[src/rtl/drd_role_pkg.sv]
package drd_role_pkg;
  typedef enum logic [2:0] {
    ST_IDLE      = 3'd0,
    ST_VBUS_WAIT = 3'd1,
    ST_PWRUP     = 3'd2,
    ST_READY     = 3'd3
  } role_st_e;

  localparam logic [1:0] ADDR_CMD   = 2'd0;
  localparam logic [1:0] ADDR_STAT  = 2'd1;
  localparam logic [1:0] ADDR_STATE = 2'd2;
  localparam logic [1:0] ADDR_SIM   = 2'd3;

  localparam int unsigned CMD_HOST = 0;
  localparam int unsigned CMD_DEV  = 1;
  localparam int unsigned CMD_DROP = 2;
  localparam int unsigned CMD_CLR  = 3;
  localparam int unsigned CMD_BITS = 4;

  localparam int unsigned STS_NRDY = 0;
  localparam int unsigned STS_HRDY = 1;
  localparam int unsigned STS_DRDY = 2;
  localparam int unsigned STS_ERR  = 3;
  localparam int unsigned STS_BUSY = 4;
endpackage

[src/rtl/drd_init_gate.sv]
module drd_init_gate #(
  parameter int unsigned INIT_CYC = 16
) (
  input  logic clk_i,
  input  logic rst_ni,
  output logic nrdy_o
);
  localparam int unsigned CW = $clog2(INIT_CYC + 2);
  localparam logic [CW-1:0] INIT_V = CW'(INIT_CYC);

  logic [CW-1:0] cnt_q;

  always_ff @(posedge clk_i or negedge rst_ni) begin
    if (!rst_ni)              cnt_q <= '0;
    else if (cnt_q != INIT_V) cnt_q <= cnt_q + 1'b1;
  end

  assign nrdy_o = (cnt_q != INIT_V);

  p_ready_stays_r1: assert property (@(posedge clk_i) disable iff (!rst_ni)
    !nrdy_o |=> !nrdy_o);
endmodule

[src/rtl/drd_guard_timer.sv]
module drd_guard_timer #(
  parameter int unsigned REAL_CYC = 100_000_000,
  parameter int unsigned SIM_CYC  = 250_000
) (
  input  logic clk_i,
  input  logic rst_ni,
  input  logic load_i,
  input  logic fast_i,
  output logic busy_o,
  output logic expire_o
);
  localparam int unsigned MAX_CYC = (REAL_CYC > SIM_CYC) ? REAL_CYC : SIM_CYC;
  localparam int unsigned CW = $clog2(MAX_CYC + 1);
  localparam logic [CW-1:0] REAL_V = CW'(REAL_CYC);
  localparam logic [CW-1:0] SIM_V  = CW'(SIM_CYC);

  logic [CW-1:0] cnt_q;

  always_ff @(posedge clk_i or negedge rst_ni) begin
    if (!rst_ni)          cnt_q <= '0;
    else if (load_i)      cnt_q <= fast_i ? SIM_V : REAL_V;
    else if (cnt_q != '0) cnt_q <= cnt_q - 1'b1;
  end

  assign busy_o   = (cnt_q != '0);
  assign expire_o = (cnt_q == CW'(1));

  p_expire_clears_r4: assert property (@(posedge clk_i) disable iff (!rst_ni)
    expire_o && !load_i |=> !busy_o);
  p_load_busy_r5: assert property (@(posedge clk_i) disable iff (!rst_ni)
    load_i |=> busy_o);
endmodule

[src/rtl/drd_role_fsm.sv]
module drd_role_fsm
  import drd_role_pkg::*;
(
  input  logic     clk_i,
  input  logic     rst_ni,
  input  logic     drop_i,
  input  logic     grant_i,
  input  logic     expire_i,
  input  logic     pend_i,
  output role_st_e st_o
);
  role_st_e st_q, st_n;

  always_comb begin
    st_n = st_q;
    unique case (st_q)
      ST_IDLE:      if (grant_i) st_n = ST_PWRUP;
      ST_VBUS_WAIT: if (expire_i) st_n = pend_i ? ST_PWRUP : ST_IDLE;
      ST_PWRUP:     st_n = ST_READY;
      ST_READY:     st_n = ST_READY;
      default:      st_n = ST_IDLE;
    endcase
    if (drop_i) st_n = ST_VBUS_WAIT;
  end

  always_ff @(posedge clk_i or negedge rst_ni) begin
    if (!rst_ni) st_q <= ST_IDLE;
    else         st_q <= st_n;
  end

  assign st_o = st_q;

  p_pwrup_one_cycle_r2: assert property (@(posedge clk_i) disable iff (!rst_ni)
    st_q == ST_PWRUP && !drop_i |=> st_q == ST_READY);
  p_wait_holds_r6: assert property (@(posedge clk_i) disable iff (!rst_ni)
    st_q == ST_VBUS_WAIT && !expire_i |=> st_q == ST_VBUS_WAIT);
  p_drop_enters_wait_r4: assert property (@(posedge clk_i) disable iff (!rst_ni)
    drop_i |=> st_q == ST_VBUS_WAIT);
endmodule

[src/rtl/drd_cmd_regs.sv]
module drd_cmd_regs
  import drd_role_pkg::*;
#(
  parameter int unsigned REG_W = 8
) (
  input  logic             clk_i,
  input  logic             rst_ni,
  input  logic             wr_en_i,
  input  logic [1:0]       addr_i,
  input  logic [REG_W-1:0] wdata_i,
  input  logic             nrdy_i,
  input  logic             busy_i,
  input  logic             expire_i,
  input  role_st_e         host_st_i,
  input  role_st_e         dev_st_i,
  output logic             drop_o,
  output logic             host_grant_o,
  output logic             dev_grant_o,
  output logic             host_pend_o,
  output logic             dev_pend_o,
  output logic             fast_o,
  output logic [REG_W-1:0] rdata_o
);
  logic cmd_wr, rsvd_set, req_h, req_d, conflict, clr, quiet;
  logic ph_q, pd_q, err_q, fast_q;
  logic [REG_W-1:0] sts_w, state_w;

  assign rsvd_set = |wdata_i[REG_W-1:CMD_BITS];
  assign cmd_wr   = wr_en_i && addr_i == ADDR_CMD && !nrdy_i && !rsvd_set;
  assign drop_o   = cmd_wr && wdata_i[CMD_DROP];
  assign req_h    = cmd_wr && !wdata_i[CMD_DROP] && wdata_i[CMD_HOST] && !wdata_i[CMD_DEV];
  assign req_d    = cmd_wr && !wdata_i[CMD_DROP] && wdata_i[CMD_DEV] && !wdata_i[CMD_HOST];
  assign conflict = cmd_wr && !wdata_i[CMD_DROP] && wdata_i[CMD_DEV] && wdata_i[CMD_HOST];
  assign clr      = cmd_wr && wdata_i[CMD_CLR];
  assign quiet    = host_st_i == ST_IDLE && dev_st_i == ST_IDLE && !busy_i;

  assign host_grant_o = req_h && quiet;
  assign dev_grant_o  = req_d && quiet;
  // newest request during the wait wins, also on the expiry edge itself
  assign host_pend_o  = (req_h && busy_i) || (ph_q && !(req_d && busy_i));
  assign dev_pend_o   = (req_d && busy_i) || (pd_q && !(req_h && busy_i));

  always_ff @(posedge clk_i or negedge rst_ni) begin
    if (!rst_ni) begin
      ph_q <= 1'b0;
      pd_q <= 1'b0;
    end else if (drop_o || expire_i) begin
      ph_q <= 1'b0;
      pd_q <= 1'b0;
    end else if (busy_i && (req_h || req_d)) begin
      ph_q <= req_h;
      pd_q <= req_d;
    end
  end

  always_ff @(posedge clk_i or negedge rst_ni) begin
    if (!rst_ni)       err_q <= 1'b0;
    else if (conflict) err_q <= 1'b1;
    else if (clr)      err_q <= 1'b0;
  end

  always_ff @(posedge clk_i or negedge rst_ni) begin
    if (!rst_ni)                           fast_q <= 1'b0;
    else if (wr_en_i && addr_i == ADDR_SIM) fast_q <= wdata_i[0];
  end

  assign fast_o = fast_q;

  always_comb begin
    sts_w = '0;
    sts_w[STS_NRDY] = nrdy_i;
    sts_w[STS_HRDY] = host_st_i == ST_READY;
    sts_w[STS_DRDY] = dev_st_i == ST_READY;
    sts_w[STS_ERR]  = err_q;
    sts_w[STS_BUSY] = busy_i;
    state_w = '0;
    state_w[5:3] = host_st_i;
    state_w[2:0] = dev_st_i;
  end

  always_comb begin
    unique case (addr_i)
      ADDR_STAT:  rdata_o = sts_w;
      ADDR_STATE: rdata_o = state_w;
      ADDR_SIM:   rdata_o = {{(REG_W-1){1'b0}}, fast_q};
      default:    rdata_o = '0;
    endcase
  end

  p_err_sticky_r8: assert property (@(posedge clk_i) disable iff (!rst_ni)
    err_q && !clr |=> err_q);
  p_no_dual_pend_r6: assert property (@(posedge clk_i) disable iff (!rst_ni)
    !(ph_q && pd_q));
  p_drop_forgets_r7: assert property (@(posedge clk_i) disable iff (!rst_ni)
    drop_o |=> !ph_q && !pd_q);
endmodule

[src/rtl/drd_role_ctrl.sv]
module drd_role_ctrl
  import drd_role_pkg::*;
#(
  parameter int unsigned REG_W          = 8,
  parameter int unsigned INIT_CYC       = 16,
  parameter int unsigned GUARD_REAL_CYC = 100_000_000,
  parameter int unsigned GUARD_SIM_CYC  = 250_000
) (
  input  logic             clk_i,
  input  logic             rst_ni,
  input  logic             wr_en_i,
  input  logic [1:0]       addr_i,
  input  logic [REG_W-1:0] wdata_i,
  output logic [REG_W-1:0] rdata_o
);
  localparam int unsigned N_ROLE = 2;

  logic nrdy, busy, expire, drop, fast;
  logic [N_ROLE-1:0] grant, pend;
  role_st_e st [N_ROLE];

  drd_init_gate #(.INIT_CYC(INIT_CYC)) u_init (
    .clk_i(clk_i), .rst_ni(rst_ni), .nrdy_o(nrdy)
  );

  drd_guard_timer #(.REAL_CYC(GUARD_REAL_CYC), .SIM_CYC(GUARD_SIM_CYC)) u_timer (
    .clk_i(clk_i), .rst_ni(rst_ni), .load_i(drop), .fast_i(fast),
    .busy_o(busy), .expire_o(expire)
  );

  drd_cmd_regs #(.REG_W(REG_W)) u_regs (
    .clk_i(clk_i), .rst_ni(rst_ni), .wr_en_i(wr_en_i), .addr_i(addr_i),
    .wdata_i(wdata_i), .nrdy_i(nrdy), .busy_i(busy), .expire_i(expire),
    .host_st_i(st[0]), .dev_st_i(st[1]), .drop_o(drop),
    .host_grant_o(grant[0]), .dev_grant_o(grant[1]),
    .host_pend_o(pend[0]), .dev_pend_o(pend[1]),
    .fast_o(fast), .rdata_o(rdata_o)
  );

  // index 0 = host, 1 = device
  for (genvar g = 0; g < N_ROLE; g++) begin : g_role
    drd_role_fsm u_fsm (
      .clk_i(clk_i), .rst_ni(rst_ni), .drop_i(drop), .grant_i(grant[g]),
      .expire_i(expire), .pend_i(pend[g]), .st_o(st[g])
    );
  end

  p_single_role_r10: assert property (@(posedge clk_i) disable iff (!rst_ni)
    !((st[0] == ST_PWRUP || st[0] == ST_READY) && (st[1] == ST_PWRUP || st[1] == ST_READY)));
  p_wait_tracks_timer_r4: assert property (@(posedge clk_i) disable iff (!rst_ni)
    (st[0] == ST_VBUS_WAIT) == busy);
  p_ready_after_guard_r6: assert property (@(posedge clk_i) disable iff (!rst_ni)
    (st[0] == ST_READY || st[1] == ST_READY) |-> !busy);
  p_nrdy_idle_r1: assert property (@(posedge clk_i) disable iff (!rst_ni)
    nrdy |-> st[0] == ST_IDLE && st[1] == ST_IDLE);
endmodule

[config.mk]
export PLATFORM = sky130hd
export DESIGN_NAME = drd_role_ctrl
export DESIGN_NICKNAME = d
export VERILOG_FILES = /design/src/rtl/drd_role_pkg.sv /design/src/rtl/drd_init_gate.sv /design/src/rtl/drd_guard_timer.sv /design/src/rtl/drd_role_fsm.sv /design/src/rtl/drd_cmd_regs.sv /design/src/rtl/drd_role_ctrl.sv
export SDC_FILE = /design/constraint.sdc
export NUM_CORES = 1
export LEC_CHECK = 0
export ABC_AREA = 1
export BUFFER_PORTS_ARGS = -buffer_cell sky130_fd_sc_hd__buf_2
export CAP_MARGIN = 25
export CORE_ASPECT_RATIO = 1.75
export CORE_MARGIN = 2
export CORE_UTILIZATION = 40
export DETAILED_ROUTE_END_ITERATION = 7
export GPL_TIMING_DRIVEN = 0
export PLACE_DENSITY = 0.66
export SYNTH_ARGS = -nofsm -noshare
export SYNTH_HDL_FRONTEND = slang
export SYNTH_SLANG_ARGS = --single-unit
[constraint.sdc]
create_clock -name clk_i -period 1.8 [get_ports clk_i]
set_input_delay 0 -clock clk_i [delete_from_list [all_inputs] [get_ports clk_i]]
set_output_delay 0 -clock clk_i [all_outputs]
set_load 0.03 [all_outputs]
---- Word-level counts from Yosys, hierarchy flattened ----
Cells that the tools add are included.
W data, S select, Z words.
cells by class
  divide/modulo/power cells ............... 0
  reductions and logical operators ........ 45
  $mul .................................... 0
  $lt $le $gt $ge ......................... 0
  multiplexer cells ....................... 20
  equality and inequality tests ........... 15
  bitwise gates (word level) .............. 0
  add/sub/neg operators ................... 2
  shifts and indexed selects .............. 0
operator list
  kind                     number
  $mux W27                 3
  $eq A27 B1 Y1 const B    1
  $reduce_bool A27 Y1      1
  $sub A27 B1 Y27 const B  1
  $logic_and A1 B1 Y1      21
  $mux W3                  6
  $pmux W3 S3              2
  $pmux W6 S3              1
  $eq A3 B2 Y1 const B     4
  $logic_not A1 Y1         8
  $eq A3 B1 Y1 const B     2
  $logic_not A3 Y1         2
  $mux W1                  6
  $ne A3 B2 Y1 const B     2
  $ne A3 B3 Y1 const B     2
  $reduce_bool A2 Y1       3
  $add A5 B1 Y5 const B    1
  $ne A5 B5 Y1 const B     1
  $eq A2 B2 Y1 const B     2
  $logic_or A1 B1 Y1       4
  $mux W2                  2
  $reduce_and A2 Y1        2
  $reduce_or A2 Y1         2
  $reduce_or A4 Y1         1
  other kinds (2)          2
word-level totals
  memories kept ........................... 0
  output and inout port bits .............. 8
  register bits ........................... 42
  ROM bits ................................ 0
  memory bits (writable) .................. 0
  latch bits .............................. 0
  logic and storage cells ................. 90

---- Longest topological paths before layout ----
Gate-level depths: netlist (run 1).
  depth in word-level cells ............... 15
  mapped depth ............................ 13
  mapped depth without buffers ............ 13

---- By module ----
Synthesis (run 1) repeated with hierarchy kept, for this count alone.
second synthesis, totals
  cell total of the unflattened synthesis .. 386
  area, all modules ....................... 2708.8 µm²
modules (own cells, without submodules)
  module           instances  sequential area each (µm²)  area each (µm²)  cells an instance
  drd_guard_timer  1          675.6                       1770.4           245
  drd_cmd_regs     1          100.1                       425.4            68
  drd_init_gate    1          125.1                       272.8            35
  drd_role_fsm     2          50.0                        120.1            19

---- Worst setup path before layout (run 1) ----
Ideal clock, no wire load.
  path kind ............................... register -> register
  start point ............................. register u_timer.cnt_q[0]
  end point ............................... register g_role[0].u_fsm.st_q[1]
  data arrival time ....................... 1.484 ns
  period minus slack after synthesis ...... 1.597 ns
  setup time .............................. 0.113 ns
  cell stages (with the launch flop) ...... 11
  buffers on the path ..................... 0
  path slack .............................. 0.203 ns
  cell sequence ........................... dfrtp_1 -> inv_1 -> ha_1 -> nand2_2 -> nor2_8 -> nand2_4 -> nor2_8 -> or2_1 -> nand3_1 -> nand2_1 -> inv_1
on the way
  cells in the longest elaborated chain, start to end .. 9
  elaborated cells on any way between the ends .. 17
ends and longest elaborated chain
  item                      line                   RTL
  start: declaration        drd_guard_timer.sv:17  logic [CW-1:0] cnt_q;
  start signal: assignment  drd_guard_timer.sv:21  else if (load_i) cnt_q <= fast_i ? SIM_V : REAL_V;
  start signal: assignment  drd_guard_timer.sv:22  else if (cnt_q != '0) cnt_q <= cnt_q - 1'b1;
  $reduce_bool A27 Y1       drd_guard_timer.sv:25  assign busy_o = (cnt_q != '0);
  $logic_and A1 B1 Y1       drd_cmd_regs.sv:40     assign host_pend_o = (req_h && busy_i) || (ph_q && !(req_d && busy_i));
  $logic_not A1 Y1          drd_cmd_regs.sv:40
  $logic_and A1 B1 Y1       drd_cmd_regs.sv:40
  $logic_or A1 B1 Y1        drd_cmd_regs.sv:40
  $mux W2                   drd_role_fsm.sv:18     ST_VBUS_WAIT: if (expire_i) st_n = pend_i ? ST_PWRUP : ST_IDLE;
  $mux W3                   drd_role_fsm.sv:18
  $pmux W3 S3               drd_role_fsm.sv:16     unique case (st_q)
  $mux W3                   drd_role_fsm.sv:23     if (drop_i) st_n = ST_VBUS_WAIT;
  end signal: assignment    drd_role_fsm.sv:28     else st_q <= st_n;
  end: declaration          drd_role_fsm.sv:12     role_st_e st_q, st_n;
Parallel ways exist; a longest one is shown, timed or not. The select of a mux whose other input is x is not followed.
A chain may end at the register's enable or synchronous reset.

---- Worst setup path after layout (run 1) ----
  start point ............................. register u_timer.cnt_q[9]
  end point ............................... register u_timer.cnt_q[20]
on the way
  cells in the longest elaborated chain, start to end .. 3
  elaborated cells on any way between the ends .. 5
ends and longest elaborated chain
  item             line
  $sub A27 B1 Y27  drd_guard_timer.sv:22
  $mux W27         drd_guard_timer.sv:22
  $mux W27         drd_guard_timer.sv:21
Parallel ways exist; a longest one is shown, timed or not. The select of a mux whose other input is x is not followed.

==> flow_metrics.env, run 1 <==
export IMPL_hp_class="in -> reg"
export IMPL_synth_common_cells="nand2_1, nor2_1, inv_1"
export IMPL_dr_total_vias=2271
export IMPL_drive_above_1_share_pct=23.5
export IMPL_final_nets=391
export IMPL_synth_area_leaders="dfrtp_1, nand2_1, nor2_1"
export IMPL_ir_worst_vdd_v=0.000511
export IMPL_p_int_mw=1.65
export IMPL_syn_instance_count=336
export IMPL_worst_pin_slew_ns=0.934
export IMPL_outcome="finished, final reports clean"
export IMPL_die_w_um=64.0
export IMPL_max_stage_delay_ns=0.45
export IMPL_cts_sinks=40
export IMPL_clock_skew_final_ns=0.00653
export IMPL_htreeDepth=2
export IMPL_grt_max_degree=41
export IMPL_holdWs_ns=0.0291
export IMPL_syn_area_um2=2520
export IMPL_grt_pass1_vias=2320
export IMPL_cts_buffers=5
export IMPL_hold_viol=0
export IMPL_area_delta_synth_final_pct=20.9
export IMPL_worstSetupPathType="reg -> reg"
export IMPL_swShare_pct=33.7
export IMPL_antenna_found_initial=0
export IMPL_firstDrtPassIters=4
export IMPL_drc=0
export IMPL_crit_path_start_kind="register"
export IMPL_power_switching_uw=839
export IMPL_io_pin_count=21
export IMPL_ctsRootBufferMaster="clkbuf_8"
export IMPL_synth_warning_count=0
export IMPL_finalCriticalPeriod_ns=1.76
export IMPL_synth_top_area_cell="dfrtp_1"
export IMPL_yosysMostFrequentCell="nand2_1"
export IMPL_min_period_over_period_pct=97.6
export IMPL_crit_arrival_ns=1.93
export IMPL_n_antenna_cell=0
export IMPL_initial_core_util_pct=41.1
export IMPL_placement_rows=38
export IMPL_power_frac_clock_pct=26.1
export IMPL_fp_dieH_um=109
export IMPL_clk_latency_ns=0.29
export IMPL_critPathSlowestCell="dfrtp_1"
export IMPL_finalNonFillerCells=454
export IMPL_dp_hpwl_um=4670
export IMPL_first_iter_violations=56
export IMPL_whs_path_depth=3
export IMPL_num_fill_cells=597
export IMPL_synth_edf_count=0
export IMPL_async_flop_share_pct=100
export IMPL_clk_pin_slew_ns=0.08
export IMPL_crit_required_ns=1.97
export IMPL_numPortBuffers=17
export IMPL_max_cap_violations=0
export IMPL_rr_worst_depth=7
export IMPL_routedWlPerCell_um=13.9
export IMPL_worstSetupEndpointType="register"
export IMPL_relSlewSlack_pct=37.7
export IMPL_tns_ns=0
export IMPL_timing_fmax_mhz=569
export IMPL_cts_tree="yes"
export IMPL_ys_flop_type="dfrtp_1"
export IMPL_pwr_share_seq_pct=47.3
export IMPL_combinationalPowerShare_pct=26.6
export IMPL_setup_viol=0
export IMPL_grt_total_usage_pct=19.7
export IMPL_finalMaxSlewViolations=0
export IMPL_wl_um=6310
export IMPL_p_leak_nw=1.45
export IMPL_crit_path_max_fanout=6
export IMPL_synth_seq_cells=40
export IMPL_cp_buffers_inverters=1
export IMPL_grt_ovfl_total=0
export IMPL_yosysUniqueCellTypes=35
export IMPL_clk_path_buf_depth=2
export IMPL_dpl_worst_slack_ns=-0.120
export IMPL_multi_input_area_um2=1470
export IMPL_dp_cells=435
export IMPL_gp_congestion=0.849
export IMPL_synth_avg_cell_area_um2=7.51
export IMPL_synth_top_area_share_pct=39.7
export IMPL_power_density_nw_per_um2=816
export IMPL_grt_pass1_wl_um=10400
export IMPL_path_common_cell="nor2_4"
export IMPL_setup_ws_ns=0.0432
export IMPL_vias_per_cell=5.00
export IMPL_path_depth=7
export IMPL_regArea_um2=1000
export IMPL_dieArea_um2=6990
export IMPL_crit_chain="nor2_4, nand2_2, nor2_4, buf_4, nand3_4, nor2_2, a21oi_1"
export IMPL_core_um2=6130
export IMPL_critPathTopFamily="simple AND/OR/NAND/NOR gates"
export IMPL_ant_nets=0
export IMPL_yosysSeqAreaShare_pct=39.7
power groups by stage:
stage | combinational [mW] | clock (mW) | sequential [mW]
2_1_floorplan | 0.480 | 0 | 1.14
3_3_place_gp | 0.583 | 0 | 1.18
3_5_place_dp | 0.597 | 0 | 1.18
4_1_cts | 0.650 | 0.665 | 1.17
5_1_grt | 0.748 | 0.705 | 1.19
6_report | 0.663 | 0.651 | 1.18
per-layer routing:
metal,global-route usage [%],wire length [um]
met2,38.3,3550
met5,0,0
met4,15.4,413
met3,1.75,147
met1,18.2,2200
state kept, by name, indices dropped and copies added, names as in the netlist:
register,cells
u_regs.fast_o,1
u_regs.pd_q,1
u_regs.err_q,1
g_role.u_fsm.st_o,4
u_init.cnt_q,5
u_timer.cnt_q,27
u_regs.ph_q,1
stage by stage:
stage / total power [mW] / cell area, um^2 / util [%]
after global routing: 2.65 / 3050 / 49.8
after global placement: 1.76 / 2720 / 44.3
final: 2.49 / 3050 / 49.8
after CTS: 2.48 / 2910 / 47.5
after floorplan: 1.62 / 2530 / -
after detailed placement: 1.78 / 2720 / 44.3
worst register-to-register path: cells and delay by family (launching register included):
kind,cells,cell delay [ns]
simple gates,5,0.95
flops,1,0.45
buf+inv,1,0.16
compound gates,1,0.08
logic make-up (layout without fill, tap and decap cells):
family          count (synthesis)  after routing  share of synthesized area (%)
buf+inv                        49             84                           7.78
compound gates                 39             39                           8.63
fa+ha+maj                       4              4                           1.98
xor+xnor                       19             19                           6.59
simple gates                  184            185                           35.2
flops                          40             40                           39.7
other cells                     1              3                          0.149
cells in the final DEF (no fill, tap or decap), types with 3 or more instances in the layout:
master	instances
a21oi_1	19
ha_1	3
nand3_2	3
nor2_1	49
o22ai_1	3
conb_1	3
dfrtp_1	40
nand3_1	27
o21ai_1	3
nor2_4	9
nor3_1	7
xnor2_1	10
nand2_4	3
buf_4	11
nand2_1	55
nor2_2	8
nand4_1	5
nand3_4	4
buf_2	18
inv_2	8
nand2_2	7
o21ai_0	6
xor2_1	9
clkbuf_8	7
inv_1	36
what timing repair did:
item                                    in CTS  in global routing
gates resized for setup                     12                 22
hold buffers                                 2                  0
pin swaps                                    4                  7
endpoints found under the hold margin       41                  0
setup buffers                                2                  7
gates cloned                                 1                  0
endpoints found under the setup margin      26                 26
cell type report:
| class | count | area share [%] |
|---|---|---|
| repair buffers | 28 | 6.07 |
| multi-input cells | 250 | 48.2 |
| flip-flops and latches | 40 | 32.8 |
| plain buffers | 4 | 0.902 |
| inverters | 45 | 5.62 |
| clock buffers | 7 | 3.16 |
| well taps | 80 | 3.28 |
path summary, 6_finish.rpt:
kind	startpoint	to	slack, ns
worst max-delay path	u_timer.cnt_q[9]	u_timer.cnt_q[20]	0.04
worst min-delay path	wr_en_i	u_regs.fast_o	0.03
worst max register to register	u_timer.cnt_q[9]	u_timer.cnt_q[20]	0.04
worst min register to register	u_init.cnt_q[4]	u_init.cnt_q[4]	0.49
max in group asynchronous	rst_ni	u_timer.cnt_q[25]	0.83
min in group asynchronous	rst_ni	u_regs.ph_q	0.38
Power figures use the tool's default switching activity.
==> run 2: changes to the inputs <==
Settings changed: ABC_AREA 1 to unset.
==> flow_metrics.env, run 2 <==
export IMPL_outcome="finished with violations"
export IMPL_violations="negative setup slack"
export IMPL_vias_per_cell=6.05
export IMPL_final_common_cell="dfrtp_1"
export IMPL_yosysSeqAreaShare_pct=42.0
export IMPL_syn_instance_count=256
export IMPL_synth_avg_cell_area_um2=9.31
export IMPL_regMostFlops="u_timer.cnt_q"
export IMPL_finalMaxSlewViolations=0
export IMPL_ir_worst_vdd_v=0.000627
export IMPL_most_common_layout_cells="dfrtp_1, buf_4, nor2_1, nand2_1, buf_2"
export IMPL_hold_viol=0
export IMPL_worstSetupPathType="reg -> reg"
export IMPL_ys_flop_type="dfrtp_1"
export IMPL_crit_path_start_kind="register"
export IMPL_async_flop_share_pct=100
export IMPL_final_nets=343
export IMPL_dieArea_um2=6620
export IMPL_initial_core_util_pct=40.9
export IMPL_crit_path_max_fanout=4
export IMPL_setup_viol=34
export IMPL_placement_rows=37
export IMPL_numPortBuffers=17
export IMPL_largest_reg_flops=27
export IMPL_dr_total_vias=2446
export IMPL_ant_nets=0
export IMPL_min_period_over_period_pct=134
export IMPL_io_pin_count=21
export IMPL_die_w_um=62.4
export IMPL_num_fill_cells=505
export IMPL_grt_max_degree=41
export IMPL_synth_warning_count=0
export IMPL_cts_sinks=40
export IMPL_p_leak_nw=1.42
export IMPL_crit_required_ns=2.05
export IMPL_n_antenna_cell=0
export IMPL_worst_pin_slew_ns=0.928
export IMPL_antenna_found_initial=0
export IMPL_cts_tree="yes"
export IMPL_clk_pin_slew_ns=0.08
export IMPL_cts_buffers=5
export IMPL_ctsRootBufferMaster="clkbuf_8"
export IMPL_first_iter_violations=108
export IMPL_core_um2=5830
export IMPL_tns_ns=-14.55
export IMPL_dp_hpwl_um=4700
export IMPL_total_power_mw=2.69
export IMPL_multi_input_area_um2=1710
export IMPL_synth_seq_cells=40
export IMPL_fp_dieH_um=106
export IMPL_fin_area_um2=3480
export IMPL_grt_pass1_wl_um=12500
export IMPL_holdWs_ns=0.0132
export IMPL_synth_top_area_share_pct=42.0
export IMPL_grt_total_usage_pct=24.4
export IMPL_grt_pass1_vias=2542
export IMPL_worstSetupEndpointType="register"
export IMPL_relSlewSlack_pct=38.1
export IMPL_wl_um=7860
export IMPL_finalCriticalPeriod_ns=2.41
export IMPL_hp_class="in -> reg"
export IMPL_setup_ws_ns=-0.615
export IMPL_routedWlPerCell_um=19.4
export IMPL_syn_area_um2=2380
export IMPL_synth_top_area_cell="dfrtp_1"
export IMPL_clock_skew_final_ns=0.0113
export IMPL_gp_congestion=0.865
export IMPL_area_delta_synth_final_pct=46.2
export IMPL_power_density_nw_per_um2=773
export IMPL_post_route_util_pct=59.7
export IMPL_yosysUniqueCellTypes=48
export IMPL_synth_common_cells="dfrtp_1, nand2_1, nor2_1"
export IMPL_drc=0
export IMPL_grt_ovfl_total=0
export IMPL_drive_above_1_share_pct=43.9
export IMPL_synth_area_leaders="dfrtp_1, or4_1, xnor2_1"
export IMPL_firstDrtPassIters=4
export IMPL_regArea_um2=1000
export IMPL_clk_latency_ns=0.31
export IMPL_synth_edf_count=0
export IMPL_rsz0062_at_grt="true"
export IMPL_timing_fmax_mhz=414
export IMPL_clk_path_buf_depth=2
export IMPL_yosysMostFrequentCell="dfrtp_1"
export IMPL_max_cap_violations=0
export IMPL_htreeDepth=2
export IMPL_placed_area_um2=2620
export IMPL_crit_arrival_ns=2.67
==> run 2: final timing paths <==
| path | startpoint | to | slack [ns] | cells after the start |
|---|---|---|---|---|
| max | u_timer.cnt_q[5] | u_timer.cnt_q[18] | -0.61 | 5 |
| min | wdata_i[1] | u_regs.err_q | 0.01 | 3 |
| max reg2reg | u_timer.cnt_q[5] | u_timer.cnt_q[18] | -0.61 | 5 |
| min reg2reg | u_regs.err_q | u_regs.err_q | 0.50 | 2 |
| max in group asynchronous | rst_ni | u_timer.cnt_q[8] | 0.79 | 2 |
| min in group asynchronous | rst_ni | u_init.cnt_q[3] | 0.37 | 2 |
==> run 2: layout make-up <==
cell class | instances | share of cell area [%]
repair buffers | 64 | 14.4
clock buffers | 6 | 2.08
inverters | 10 | 1.08
clock inverters | 1 | 0.144
multi-input cells | 197 | 48.9
flip-flops and latches | 40 | 28.8
plain buffers | 8 | 1.76
well taps | 78 | 2.80
==> run 2: kinds of logic (layout without fill, tap and decap cells) <==
family	after synthesis	count (layout)	share of synthesized area (%)
mux	3	3	1.31
buf+inv	21	89	4.15
flops	40	40	42.0
compound gates	53	53	15.7
simple gates	118	118	28.7
other cells	1	3	0.157
fa+ha+maj	4	4	2.10
xor+xnor	16	16	5.88
==> run 2: through the flow <==
step	std cells	worst slack, ns
final	404	-0.615
after floorplan	258	-0.655
after global placement	353	-1.16
after global routing	404	-0.649
after detailed placement	354	-1.04
after CTS	392	-0.617
==> run 2: where the power goes <==
| part | switching [mW] | internal [mW] |
|---|---|---|
| Clock | 0.328 | 0.264 |
| Combinational | 0.485 | 0.431 |
| Sequential | 0.161 | 1.03 |
==> run 2: layer usage <==
layer | track usage, % | vias up | share of wire, %
li1 | - | 1114 | -
met1 | 24.5 | 1202 | 36
met2 | 44.9 | 102 | 54
met3 | 3.70 | 28 | 4.5
met4 | 17.9 | 0 | 5.3
met5 | 0 | - | 0
==> run 2: worst max-delay path, cell delays in order (launching register included) <==
cell     delay, ns
dfrtp_1       0.39
or4_4         0.57
or4_4         0.45
or4_4         0.43
or4_4         0.43
nand2_2       0.08
==> run 2: what timing repair did <==
| action | in CTS | in global routing |
|---|---|---|
| hold buffers | 3 | 0 |
| setup buffers | 30 | 13 |
| resized for setup | 65 | 35 |
| gates cloned | 1 | 0 |
| endpoints found under the setup margin | 35 | 34 |
| pin swaps | 35 | 23 |
| hold endpoints to repair | 42 | 0 |
